**config.mk**
```make
export PLATFORM = sky130hd
export DESIGN_NAME = strm_dma
export DESIGN_NICKNAME = d
export VERILOG_FILES = /design/src/rtl/sdma_pkg.sv /design/src/rtl/sdma_regs.sv /design/src/rtl/sdma_seq.sv /design/src/rtl/sdma_irq.sv /design/src/rtl/strm_dma.sv
export SDC_FILE = /design/constraint.sdc
export NUM_CORES = 1
export LEC_CHECK = 0
export BUFFER_PORTS_ARGS = -buffer_cell sky130_fd_sc_hd__buf_2
export CAP_MARGIN = 20
export CORE_MARGIN = 2
export CORE_UTILIZATION = 30
export DETAILED_ROUTE_END_ITERATION = 10
export PLACE_DENSITY = 0.6
export SETUP_SLACK_MARGIN = 0.4
export SKIP_LAST_GASP = 1
export SLEW_MARGIN = 30
export SYNTH_ARGS = -nofsm -noshare
export SYNTH_HDL_FRONTEND = slang
export SYNTH_SLANG_ARGS = --single-unit
```
**constraint.sdc**
```tcl
create_clock -name clk -period 2 [get_ports clk]
set_clock_uncertainty 0.05 [all_clocks]
set_input_delay 0.5 -clock clk [delete_from_list [all_inputs] [get_ports clk]]
set_output_delay 0.5 -clock clk [all_outputs]
set_load 0.005 [all_outputs]
```
**src/rtl/sdma_pkg.sv**
```systemverilog
package sdma_pkg;
  typedef enum logic [1:0] {
    SEL_BASE = 2'd0,
    SEL_LEN  = 2'd1,
    SEL_CMD  = 2'd2,
    SEL_STAT = 2'd3
  } reg_sel_e;

  localparam int CMD_GO  = 0;
  localparam int CMD_IE  = 1;
  localparam int CMD_IN  = 2;

  localparam int ST_BUSY = 0;
  localparam int ST_DONE = 1;
  localparam int ST_ERR  = 2;
endpackage

```
**src/rtl/sdma_regs.sv**
```systemverilog
module sdma_regs
  import sdma_pkg::*;
#(
  parameter int RW = 32,
  parameter int AW = 32,
  parameter int CW = 16
) (
  input  logic          clk,
  input  logic          rst,
  input  logic          reg_we,
  input  logic [1:0]    reg_sel,
  input  logic [RW-1:0] reg_wdata,
  input  logic          busy,
  input  logic [AW-1:0] cur_addr,
  input  logic [CW-1:0] remain,
  input  logic          done_q,
  input  logic          err_q,
  output logic          base_we,
  output logic          len_we,
  output logic          start,
  output logic          clr_done,
  output logic          clr_err,
  output logic          irq_en,
  output logic [RW-1:0] reg_rdata
);
  logic          wr_idle;
  logic          cmd_we;
  logic          stat_we;
  logic [RW-1:0] rd_mux;
  logic          wdata_unused;

  assign wdata_unused = ^reg_wdata;
  assign wr_idle  = reg_we && !busy;
  assign base_we  = wr_idle && (reg_sel == SEL_BASE);
  assign len_we   = wr_idle && (reg_sel == SEL_LEN);
  assign cmd_we   = wr_idle && (reg_sel == SEL_CMD);
  assign stat_we  = reg_we && (reg_sel == SEL_STAT);
  assign start    = cmd_we && reg_wdata[CMD_GO] && reg_wdata[CMD_IE] && reg_wdata[CMD_IN];
  assign clr_done = stat_we && reg_wdata[ST_DONE];
  assign clr_err  = stat_we && reg_wdata[ST_ERR];

  always_comb begin
    rd_mux = '0;
    case (reg_sel)
      SEL_BASE: rd_mux[AW-1:0] = cur_addr;
      SEL_LEN:  rd_mux[CW-1:0] = remain;
      SEL_CMD:  rd_mux[CMD_IE] = irq_en;
      default: begin
        rd_mux[ST_BUSY] = busy;
        rd_mux[ST_DONE] = done_q;
        rd_mux[ST_ERR]  = err_q;
      end
    endcase
  end

  always_ff @(posedge clk) begin
    if (rst) begin
      irq_en    <= 1'b0;
      reg_rdata <= '0;
    end else begin
      if (cmd_we) irq_en <= reg_wdata[CMD_IE];
      reg_rdata <= rd_mux;
    end
  end


  rd_stat_chk: assert property (@(posedge clk) disable iff (rst)
    (reg_sel == SEL_STAT) |=> (reg_rdata[ST_BUSY] == $past(busy)));
endmodule

```
**src/rtl/sdma_seq.sv**
```systemverilog
module sdma_seq #(
  parameter int RW = 32,
  parameter int AW = 32,
  parameter int DW = 32,
  parameter int CW = 16
) (
  input  logic          clk,
  input  logic          rst,
  input  logic          base_we,
  input  logic          len_we,
  input  logic          start,
  input  logic [RW-1:0] wdata,
  input  logic          src_valid,
  input  logic [DW-1:0] src_data,
  output logic          src_ready,
  input  logic          mem_ready,
  input  logic          mem_err,
  output logic          mem_valid,
  output logic [DW-1:0] mem_data,
  output logic          busy,
  output logic [AW-1:0] cur_addr,
  output logic [CW-1:0] remain,
  output logic          done_set,
  output logic          err_set
);
  localparam int STEP = DW / 8;
  localparam int ALB  = $clog2(STEP);

  logic cfg_bad;
  logic accept;
  logic last_beat;

  assign cfg_bad   = (remain == '0) || (remain[ALB-1:0] != '0) || (cur_addr[ALB-1:0] != '0);
  assign accept    = mem_valid && mem_ready;
  assign last_beat = (remain == CW'(STEP));
  assign done_set  = accept && !mem_err && last_beat;
  assign err_set   = (start && cfg_bad) || (accept && mem_err);
  assign src_ready = busy && !mem_valid;

  always_ff @(posedge clk) begin
    if (rst) begin
      busy      <= 1'b0;
      mem_valid <= 1'b0;
      mem_data  <= '0;
      cur_addr  <= '0;
      remain    <= '0;
    end else begin
      if (base_we) cur_addr <= wdata[AW-1:0];
      if (len_we)  remain   <= wdata[CW-1:0];
      if (start && !cfg_bad) busy <= 1'b1;
      if (src_ready && src_valid) begin
        mem_valid <= 1'b1;
        mem_data  <= src_data;
      end
      if (accept) begin
        mem_valid <= 1'b0;
        if (mem_err) begin
          busy <= 1'b0;
        end else begin
          cur_addr <= cur_addr + AW'(STEP);
          remain   <= remain - CW'(STEP);
          if (last_beat) busy <= 1'b0;
        end
      end
    end
  end


  hold_req_chk: assert property (@(posedge clk) disable iff (rst)
    (mem_valid && !mem_ready) |=> (mem_valid && $stable(mem_data) && $stable(cur_addr)));

  req_in_busy_chk: assert property (@(posedge clk) disable iff (rst)
    mem_valid |-> busy);

  launch_chk: assert property (@(posedge clk) disable iff (rst)
    $rose(busy) |-> $past(start));

  len_live_chk: assert property (@(posedge clk) disable iff (rst)
    busy |-> (remain != '0));
endmodule

```
**src/rtl/sdma_irq.sv**
```systemverilog
module sdma_irq (
  input  logic clk,
  input  logic rst,
  input  logic start,
  input  logic done_set,
  input  logic err_set,
  input  logic clr_done,
  input  logic clr_err,
  input  logic irq_en,
  output logic done_q,
  output logic err_q,
  output logic irq
);
  always_ff @(posedge clk) begin
    if (rst) begin
      done_q <= 1'b0;
      err_q  <= 1'b0;
    end else begin
      if (done_set)                done_q <= 1'b1;
      else if (start || clr_done)  done_q <= 1'b0;
      if (err_set)                 err_q  <= 1'b1;
      else if (start || clr_err)   err_q  <= 1'b0;
    end
  end

  assign irq = (done_q || err_q) && irq_en;


  clr_done_chk: assert property (@(posedge clk) disable iff (rst)
    (clr_done && !done_set) |=> !done_q);
endmodule

```
**src/rtl/strm_dma.sv**
```systemverilog
module strm_dma #(
  parameter int RW = 32,
  parameter int AW = 32,
  parameter int DW = 32,
  parameter int CW = 16
) (
  input  logic          clk,
  input  logic          rst,
  input  logic          reg_we,
  input  logic [1:0]    reg_sel,
  input  logic [RW-1:0] reg_wdata,
  output logic [RW-1:0] reg_rdata,
  input  logic          src_valid,
  input  logic [DW-1:0] src_data,
  output logic          src_ready,
  output logic          mem_valid,
  output logic [AW-1:0] mem_addr,
  output logic [DW-1:0] mem_data,
  input  logic          mem_ready,
  input  logic          mem_err,
  output logic          irq
);
  logic          busy, done_q, err_q, irq_en;
  logic          base_we, len_we, start, clr_done, clr_err;
  logic          done_set, err_set;
  logic [AW-1:0] cur_addr;
  logic [CW-1:0] remain;

  sdma_regs #(.RW(RW), .AW(AW), .CW(CW)) u_regs (
    .clk(clk), .rst(rst), .reg_we(reg_we), .reg_sel(reg_sel), .reg_wdata(reg_wdata),
    .busy(busy), .cur_addr(cur_addr), .remain(remain), .done_q(done_q), .err_q(err_q),
    .base_we(base_we), .len_we(len_we), .start(start), .clr_done(clr_done),
    .clr_err(clr_err), .irq_en(irq_en), .reg_rdata(reg_rdata)
  );

  sdma_seq #(.RW(RW), .AW(AW), .DW(DW), .CW(CW)) u_seq (
    .clk(clk), .rst(rst), .base_we(base_we), .len_we(len_we), .start(start),
    .wdata(reg_wdata), .src_valid(src_valid), .src_data(src_data), .src_ready(src_ready),
    .mem_ready(mem_ready), .mem_err(mem_err), .mem_valid(mem_valid), .mem_data(mem_data),
    .busy(busy), .cur_addr(cur_addr), .remain(remain), .done_set(done_set), .err_set(err_set)
  );

  sdma_irq u_irq (
    .clk(clk), .rst(rst), .start(start), .done_set(done_set), .err_set(err_set),
    .clr_done(clr_done), .clr_err(clr_err), .irq_en(irq_en),
    .done_q(done_q), .err_q(err_q), .irq(irq)
  );

  assign mem_addr = cur_addr;


  end_flag_chk: assert property (@(posedge clk) disable iff (rst)
    $fell(busy) |-> (done_q || err_q));

  idle_quiet_chk: assert property (@(posedge clk) disable iff (rst)
    !busy |-> (!src_ready && !mem_valid));
endmodule

```
* After elaboration in Yosys (flattened, before gate mapping)
Index checks and enable logic that the tools add are counted.
** Word-level totals
- Flip-flop bits (word level) :: 117
- Input port bits :: 72
- Output and inout port bits :: 99
- Word-level logic and storage cells :: 72
** Operators by class
- Add/sub/neg operators :: 2
- Equal/unequal tests :: 4
- Multiplexer cells :: 18
- Bitwise logic cells :: 1
- Reduce and logical (&&, ||, !) cells :: 37
** Operator list (number)
- two-way mux 32 bit :: 3
- two-way mux 16 bit :: 3
- adder 32 x 3 -> 32 bit, second input constant :: 1
- case mux 13 bit (2 select lines) :: 1
- logical AND 1 bit :: 19
- == test 16 x 3 -> 1 bit, second input constant :: 1
- zero test 16 bit :: 1
- subtractor 16 x 3 -> 16 bit, second input constant :: 1
- case mux 1 bit (3 select lines) :: 3
- two-way mux 1 bit :: 8
- nonzero test 2 bit :: 4
- logical OR 1 bit :: 6
- == test 2 bit, second input constant :: 2
- zero test 1 bit :: 4
- OR reduction 2 bit :: 2
- == test 2 x 1 -> 1 bit, second input constant :: 1
- zero test 2 bit :: 1
- inverter 1 bit :: 1

* Logic depth before layout (Yosys ltp)
Gate-level depths: netlist of run 1.
- Word-level depth :: 11
- Depth in mapped cells :: 7
- Mapped depth without buffers :: 6

* Cells and area by module
A second synthesis of run 1 with hierarchy kept.
** Second synthesis, totals
- Cells, all modules :: 614
- Area, all modules :: 5233.8 µm²
** Modules (own cells, without submodules)
- sdma_seq :: instances 1, cells an instance 518, area an instance 4058.9 µm², sequential area each 1641.6 µm²
- sdma_regs :: instances 1, cells an instance 87, area an instance 1092.3 µm², sequential area each 660.6 µm²
- sdma_irq :: instances 1, cells an instance 9, area an instance 82.6 µm², sequential area each 40.0 µm²

* Worst setup path after synthesis of run 1
Ideal clock, no wire load.
- Path type :: register to register
- Start :: register u_seq.remain[2]
- End :: register u_seq.remain[12]
- Library setup time :: 0.115 ns
- Arrival :: 1.765 ns
- Required time :: 1.835 ns
- Path slack :: 0.071 ns
- Cell stages (with the launch flop) :: 7
- Path buffers :: 0
- Period minus slack after synthesis :: 1.929 ns
- Path through :: dfxtp_1 > inv_1 > ha_1 > or3b_1 > or4_1 > o221a_1 > o21a_1
** Between the ends
- Cells in the longest elaborated chain, start to end :: 3
** RTL lines
- start: declaration :: line sdma_seq.sv:22 : output logic [CW-1:0] remain,
- start signal: assignment :: line sdma_seq.sv:49 : if (len_we) remain <= wdata[CW-1:0];
- start signal: assignment :: line sdma_seq.sv:61 : remain <= remain - CW'(STEP);
- subtractor 16 x 3 -> 16 bit :: line sdma_seq.sv:61
- two-way mux 16 bit :: line sdma_seq.sv:57 : if (mem_err) begin
- two-way mux 16 bit :: line sdma_seq.sv:55 : if (accept) begin
Every way passes these cells.
A chain may end at the register's enable or synchronous reset.

* Worst setup path after layout of run 1
- Start :: register u_seq.remain[11]
- End :: register u_seq.remain[12]
Same word-level chain as after synthesis.

==> qor.csv, run 1 <==
metric;value;unit
status;completed;
crit_family;simple AND/OR/NAND/NOR gates;
worst_pin_slew;0.438;ns
grt_usage;19.0;%
wl_per_cell;17.5;um
ant_nets;0;
ys_ff_latch;117;
share_comb_of_total_power;9.7;%
final.min_clock_period;1.86;ns
cpMaxStageDelayCell;or4_4;
hold_class;input port to flip-flop;
slew_violations;0;
grt_pass1_vias;5095;
grt_overflow_total;0;
vias;5700;
synth.distinct_cells;70;
syn_inst;626;
cap_viol_max_count;0;
pre_cts_ws;0.00578;ns
relSlewSlack;70.8;%
seq_area_frac_synth;43.7;%
clk_latency;0.43;ns
clock_sinks;117;
drtPass1Iterations;5;
via_per_inst;5.16;
initialDrtViolationCount;448;
vdd_drop_max;0.664;mV
critical_path_arrival;2.13;ns
path_cells;or4_4 -> or4_4 -> o221a_1 -> o21a_1;
fp-row-count;48;
intPower;4.45;mW
p_leak;3.48;nW
clock_power_share;49.1;%
tritoncts;built;
synth_edf_count;0;
fmax;538;MHz
start_util;30.9;%
fin_crit_sh;92.9;%
wirelength;19.3;mm
post_dp_cell_area;6870;um^2
rsz0062_at_grt;true;
cp_max_fo;5;
cpPeakStageDelay;0.57;ns
syn-cell-area;5360;um^2
htree_levels;4;
die_h;138;um
io_pins;171;
clock-root-buffer;clkbuf_16;
clk_pin_slew;0.06;ns
seq_power_share;41.2;%
timing.setup.tns;0;ns
switching_share;24.5;%
finalHoldViolCount;0;
ys.flop_type;dfxtp_1;
synth_area_per_cell;8.56;um^2
area_growth;52.8;%
grt_max_degree;46;
synth_warnings;0;
async_reset_ff_share;0;%
cp.buffers_inverters;0;
die-area;19000;um^2
drive_gt1_share;46.8;%
power_density;719;nW/um^2
crit_required;2.27;ns
switching_power;1.44;mW
syn_nets;702;
worstSetupStartpointType;flip-flop;
path_common_cell;or4_4;
total_power;5.89;mW
core_area;17400;um^2
final_area;8190;um^2
drc;0;
grt_antenna_before_repair;0;
timing.final.ws_setup;0.143;ns
grt_pass1_wl;27.5;mm
fin_nets;941;
routabilityCongestion;0.842;
cts_made_buffers;17;
crit_type;flip-flop to flip-flop;
io_buffers;170;
finalSetupViolations;0;
endpoint_kind;flip-flop;
fp.dieW;138;um
cts_buffer_depth;2;
dp_hpwl;12.9;mm
==> layer usage <==
| metal | track usage (%) | share of wire, % | wire (um) | vias to the layer above |
|---|---|---|---|---|
| li1 | - | - | - | 2785 |
| met2 | 30.5 | 50 | 9600 | 125 |
| met3 | 3.64 | 4.4 | 858 | 25 |
| met1 | 25.1 | 44 | 8590 | 2765 |
| met4 | 7.50 | 1.5 | 284 | 0 |
| met5 | 0 | 0 | 0 | - |
==> synth_stat cells (all sizes together), types with 3 or more instances <==
| cell | n | area, um^2 |
|---|---|---|
| nand2 | 98 | 368 |
| nor3 | 6 | 30.0 |
| nor2b | 3 | 18.8 |
| nor4b | 3 | 47.5 |
| o21a | 5 | 37.5 |
| or4 | 14 | 109 |
| a211oi | 7 | 52.6 |
| ha | 4 | 50.1 |
| and2 | 18 | 113 |
| o211ai | 4 | 30.0 |
| nor2 | 47 | 186 |
| inv | 7 | 26.3 |
| nand2b | 3 | 18.8 |
| o31ai | 7 | 52.6 |
| dfxtp | 117 | 2340 |
| nor4 | 7 | 50.1 |
| mux2 | 8 | 90.1 |
| and3 | 13 | 81.3 |
| a21oi | 69 | 345 |
| a311oi | 5 | 43.8 |
| mux2i | 14 | 140 |
| nand4 | 14 | 103 |
| or3 | 4 | 25.0 |
| nor3b | 3 | 22.5 |
| a211o | 3 | 26.3 |
| a32oi | 3 | 26.3 |
| a22oi | 6 | 45.0 |
| clkbuf | 20 | 75.1 |
| a31oi | 16 | 100 |
| o21ai | 22 | 110 |
| nand3 | 12 | 70.1 |
| a31o | 3 | 26.3 |
| and4 | 8 | 70.1 |
| buf | 22 | 126 |
==> layout by cell type (no fill, tap or decap), types with 8 or more instances in the layout <==
master       n
nand2_1     93
clkbuf_16   19
nand3_1      8
and2_1      17
dfxtp_1     81
or4_1       10
and3_1      10
nand4_1     13
a31oi_1     16
nor2_1      43
o21ai_1      9
dfxtp_4     11
o21ai_0      9
buf_4       63
buf_6       20
buf_2      167
a21oi_1     60
mux2i_1     14
dfxtp_2     25
a21oi_2      9
==> worst register-to-register path: cells and delay by family (launching register included) <==
family	cells	cell delay, ns
simple gates	2	1.07
flops	1	0.32
compound gates	2	0.32
==> kinds of logic (layout without fill, tap and decap cells) <==
family / after synthesis / count (layout) / share of synthesized area, %
simple gates: 263 / 265 / 26.2
compound gates: 167 / 167 / 19.7
flops: 117 / 117 / 43.7
buf+inv: 49 / 299 / 4.25
mux: 23 / 23 / 4.71
fa+ha+maj: 4 / 4 / 0.934
xor+xnor: 3 / 3 / 0.490
other cells: 0 / 1 / 0
==> power groups by stage <==
stage / sequential, mW / combinational, mW / clock [mW]
2_1_floorplan: 2.47 / 0.226 / 0
3_3_place_gp: 2.48 / 0.468 / 0
3_5_place_dp: 2.48 / 0.469 / 0
4_1_cts: 2.43 / 0.502 / 2.93
5_1_grt: 2.43 / 0.614 / 3.04
6_report: 2.43 / 0.571 / 2.89
==> final cells by class <==
class | instances | area (um^2)
Antenna cell | 1 | 2.50
Fill cell | 1688 | 9170
Tap cell | 225 | 282
Clock buffer | 22 | 474
Timing Repair Buffer | 260 | 1750
Inverter | 7 | 28.8
Sequential cell | 117 | 2410
Multi-Input combinational cell | 462 | 3160
Clock inverter | 10 | 80.1
==> registers in the layout, summed over array words and instances (netlist names) <==
register,flops
u_regs.irq_en,1
u_seq.cur_addr,32
u_regs.reg_rdata,32
u_irq.done_q,1
u_irq.err_q,1
u_seq.mem_data,32
u_seq.mem_valid,1
u_seq.remain,16
u_seq.busy,1
==> repair_timing <==
action | 4_1_cts | 5_1_grt
gates resized for setup | 47 | 94
hold buffers | 0 | 0
endpoints found under the setup margin | 86 | 86
cloned | 2 | 3
pin swaps | 14 | 31
setup buffers | 19 | 12
==> path summary, 6_finish.rpt <==
| kind | endpoint | start | slack (ns) | depth (start not counted) |
|---|---|---|---|---|
| worst min register to register | u_seq.mem_data[3]$_SDFFE_PP0P_ | u_seq.mem_data[3]$_SDFFE_PP0P_ | 0.40 | 2 |
| worst max register to register | u_seq.remain[12]$_SDFF_PP0_ | u_seq.remain[11]$_SDFF_PP0_ | 0.14 | 4 |
| worst max-delay path | u_seq.remain[12]$_SDFF_PP0_ | u_seq.remain[11]$_SDFF_PP0_ | 0.14 | 4 |
| worst min-delay path | u_seq.mem_data[16]$_SDFFE_PP0P_ | src_data[16] | 0.26 | 3 |
==> metrics by stage <==
stage                     utilization [%]  std cells  hold slack, ns
after floorplan                         -        626           0.403
after global placement               39.6       1035           0.389
after detailed placement             39.6       1035           0.393
after CTS                            44.5       1088           0.250
after global routing                 47.2       1103           0.256
final                                47.2       1104           0.258
Power figures use the tool's default switching activity.
==> run 2: changes to the inputs <==
--- a/config.mk
+++ b/config.mk
@@ -9,6 +9,7 @@
 export CAP_MARGIN = 20
 export CORE_MARGIN = 2
 export CORE_UTILIZATION = 30
+export CTS_BUF_LIST = sky130_fd_sc_hd__clkbuf_8
 export DETAILED_ROUTE_END_ITERATION = 10
 export PLACE_DENSITY = 0.6
 export SETUP_SLACK_MARGIN = 0.4
==> qor.csv, run 2 (synthesis results as in run 1) <==
metric;value;unit;change
status;completed;;
grt_usage;19.1;%;+0.13 points
antenna_cells;0;;-1
worstHoldStart;src_data[18];;
clock_sinks;117;;unchanged
wirelength;19.0;mm;-1.5%
path_cells;or4_4 -> or4_4 -> o221a_1 -> o21a_1;;
final_area;8140;um^2;-0.63%
tritoncts;built;;
start_util;30.9;%;unchanged
fp-row-count;48;;unchanged
hold_class;input port to flip-flop;;
fmax;541;MHz;+0.45%
initialDrtViolationCount;454;;+1.3%
vias;5713;;+0.23%
timing.setup.tns;0;ns;unchanged
grt_antenna_before_repair;0;;unchanged
critical_path_arrival;2.14;ns;about the same
cts_made_buffers;17;;unchanged
clk_latency;0.45;ns;+0.02 ns
drive_gt1_share;47.7;%;+0.89 points
final_common_cell;buf_2;;
via_per_inst;5.12;;-0.85%
finalHoldWorstSlack;0.231;ns;-0.0267 ns
grt_pass1_vias;5161;;+1.3%
r2r-end;u_seq.remain[12]$_SDFF_PP0_;;
slew_violations;0;;unchanged
fin_nets;954;;+1.4%
worstSetupStartpointType;flip-flop;;
io_buffers;170;;unchanged
crit_type;flip-flop to flip-flop;;
endpoint_kind;flip-flop;;
grt_max_degree;46;;unchanged
wl_per_cell;17.1;um;-2.5%
clock-root-buffer;clkbuf_8;;
cts_hold_buf;0;;unchanged
finalHoldViolCount;0;;unchanged
drtPass1Iterations;5;;unchanged
cap_viol_max_count;0;;unchanged
hold_depth;3;;unchanged
cpPeakStageDelay;0.57;ns;about the same
die-area;19000;um^2;unchanged
grt_overflow_total;0;;unchanged
cts_buffer_depth;2;;unchanged
top_regs;u_regs.reg_rdata x32, u_seq.cur_addr x32, u_seq.mem_data x32;;
post_dp_cell_area;6870;um^2;unchanged
io_pins;171;;unchanged
power_density;622;nW/um^2;-14%
final_cell_mix;163 x buf_2, 92 x nand2_1, 79 x dfxtp_1;;
reg2reg_from;u_seq.remain[11]$_SDFF_PP0_;;
vdd_drop_max;0.433;mV;-35%
drc;0;;unchanged
htree_levels;4;;unchanged
worst_pin_slew;0.499;ns;+0.0608 ns
area_growth;51.8;%;
fin_crit_sh;92.4;%;-0.42 points
fp.dieW;138;um;unchanged
min_to;u_seq.mem_data[18]$_SDFFE_PP0P_;;
routabilityCongestion;0.842;;unchanged
crit_required;2.29;ns;+0.02 ns
grt_pass1_wl;27.7;mm;+0.73%
finalSetupViolations;0;;unchanged
final.min_clock_period;1.85;ns;-0.00840 ns
rsz0062_at_grt;true;;
cpMaxStageDelayCell;or4_4;;
relSlewSlack;66.7;%;-4.1 points
core_area;17400;um^2;unchanged
cp_max_fo;5;;unchanged
path_common_cell;or4_4;;
die_h;138;um;unchanged
clk_pin_slew;0.07;ns;about the same
dp_hpwl;12.9;mm;unchanged
p_leak;3.47;nW;-0.29%
ant_nets;0;;unchanged
rrSetupSlack;0.15;ns;about the same
r2r_cells;4;;unchanged
==> run 2: worst max path at each step <==
stage / start / to / slack (ns) / cells past startpoint
after floorplan: u_seq.remain[10]$_SDFF_PP0_ / u_seq.remain[12]$_SDFF_PP0_ / 0.19 / 4
after global placement: reg_sel[0] / u_seq.cur_addr[21]$_SDFF_PP0_ / 0.03 / 6
after detailed placement: reg_sel[0] / u_seq.cur_addr[21]$_SDFF_PP0_ / 0.006 / 6
after CTS: u_seq.remain[9]$_SDFF_PP0_ / u_seq.remain[12]$_SDFF_PP0_ / 0.15 / 4
after global routing: u_seq.remain[11]$_SDFF_PP0_ / u_seq.remain[12]$_SDFF_PP0_ / 0.10 / 4
final: u_seq.remain[11]$_SDFF_PP0_ / u_seq.remain[12]$_SDFF_PP0_ / 0.15 / 4
==> run 2: timing repair <==
item                       in CTS  in global routing
setup buffers                  29                 16
gates cloned                    3                  1
setup endpoints to repair      94                 88
pin swaps                      27                 27
gates resized for setup        90                 66
==> run 2: final cells by class <==
cell class / count / area, um^2
Timing Repair Buffer: 273 / 1890
Clock inverter: 12 / 87.6
Multi-Input combinational cell: 462 / 3160
Sequential cell: 117 / 2420
Clock buffer: 20 / 275
Tap cell: 225 / 282
Inverter: 7 / 26.3
Fill cell: 1705 / 9220
==> run 2: critical path, delay by kind of cell (launching register included) <==
kind             cells  cell delay (ns)
AND/OR/NAND/NOR      2             1.07
flip-flops           1             0.32
AO/OA/AOI/OAI        2             0.31
==> run 2: layer usage <==
layer	GRT usage, %	vias to the layer above	wire length (um)
li1	-	2810	-
met3	3.24	20	924
met5	0	-	0
met2	30.7	134	9380
met1	25.6	2749	8480
met4	7.33	0	257
==> run 2: stage by stage <==
stage	total power [mW]	setup slack [ns]	utilization, %	std cells
global route	5.26	0.100	46.9	1116
finish	5.06	0.151	46.9	1116
CTS	5.05	0.151	44.7	1099
floorplan	2.70	0.186	-	626
detailed placement	2.95	0.00578	39.6	1035
global placement	2.95	0.0344	39.6	1035
==> run 2: report_power, final <==
part	internal, mW	switching (mW)
sequential	2.37	0.0556
clock	1.05	0.992
combinational	0.309	0.285
total	3.73	1.33
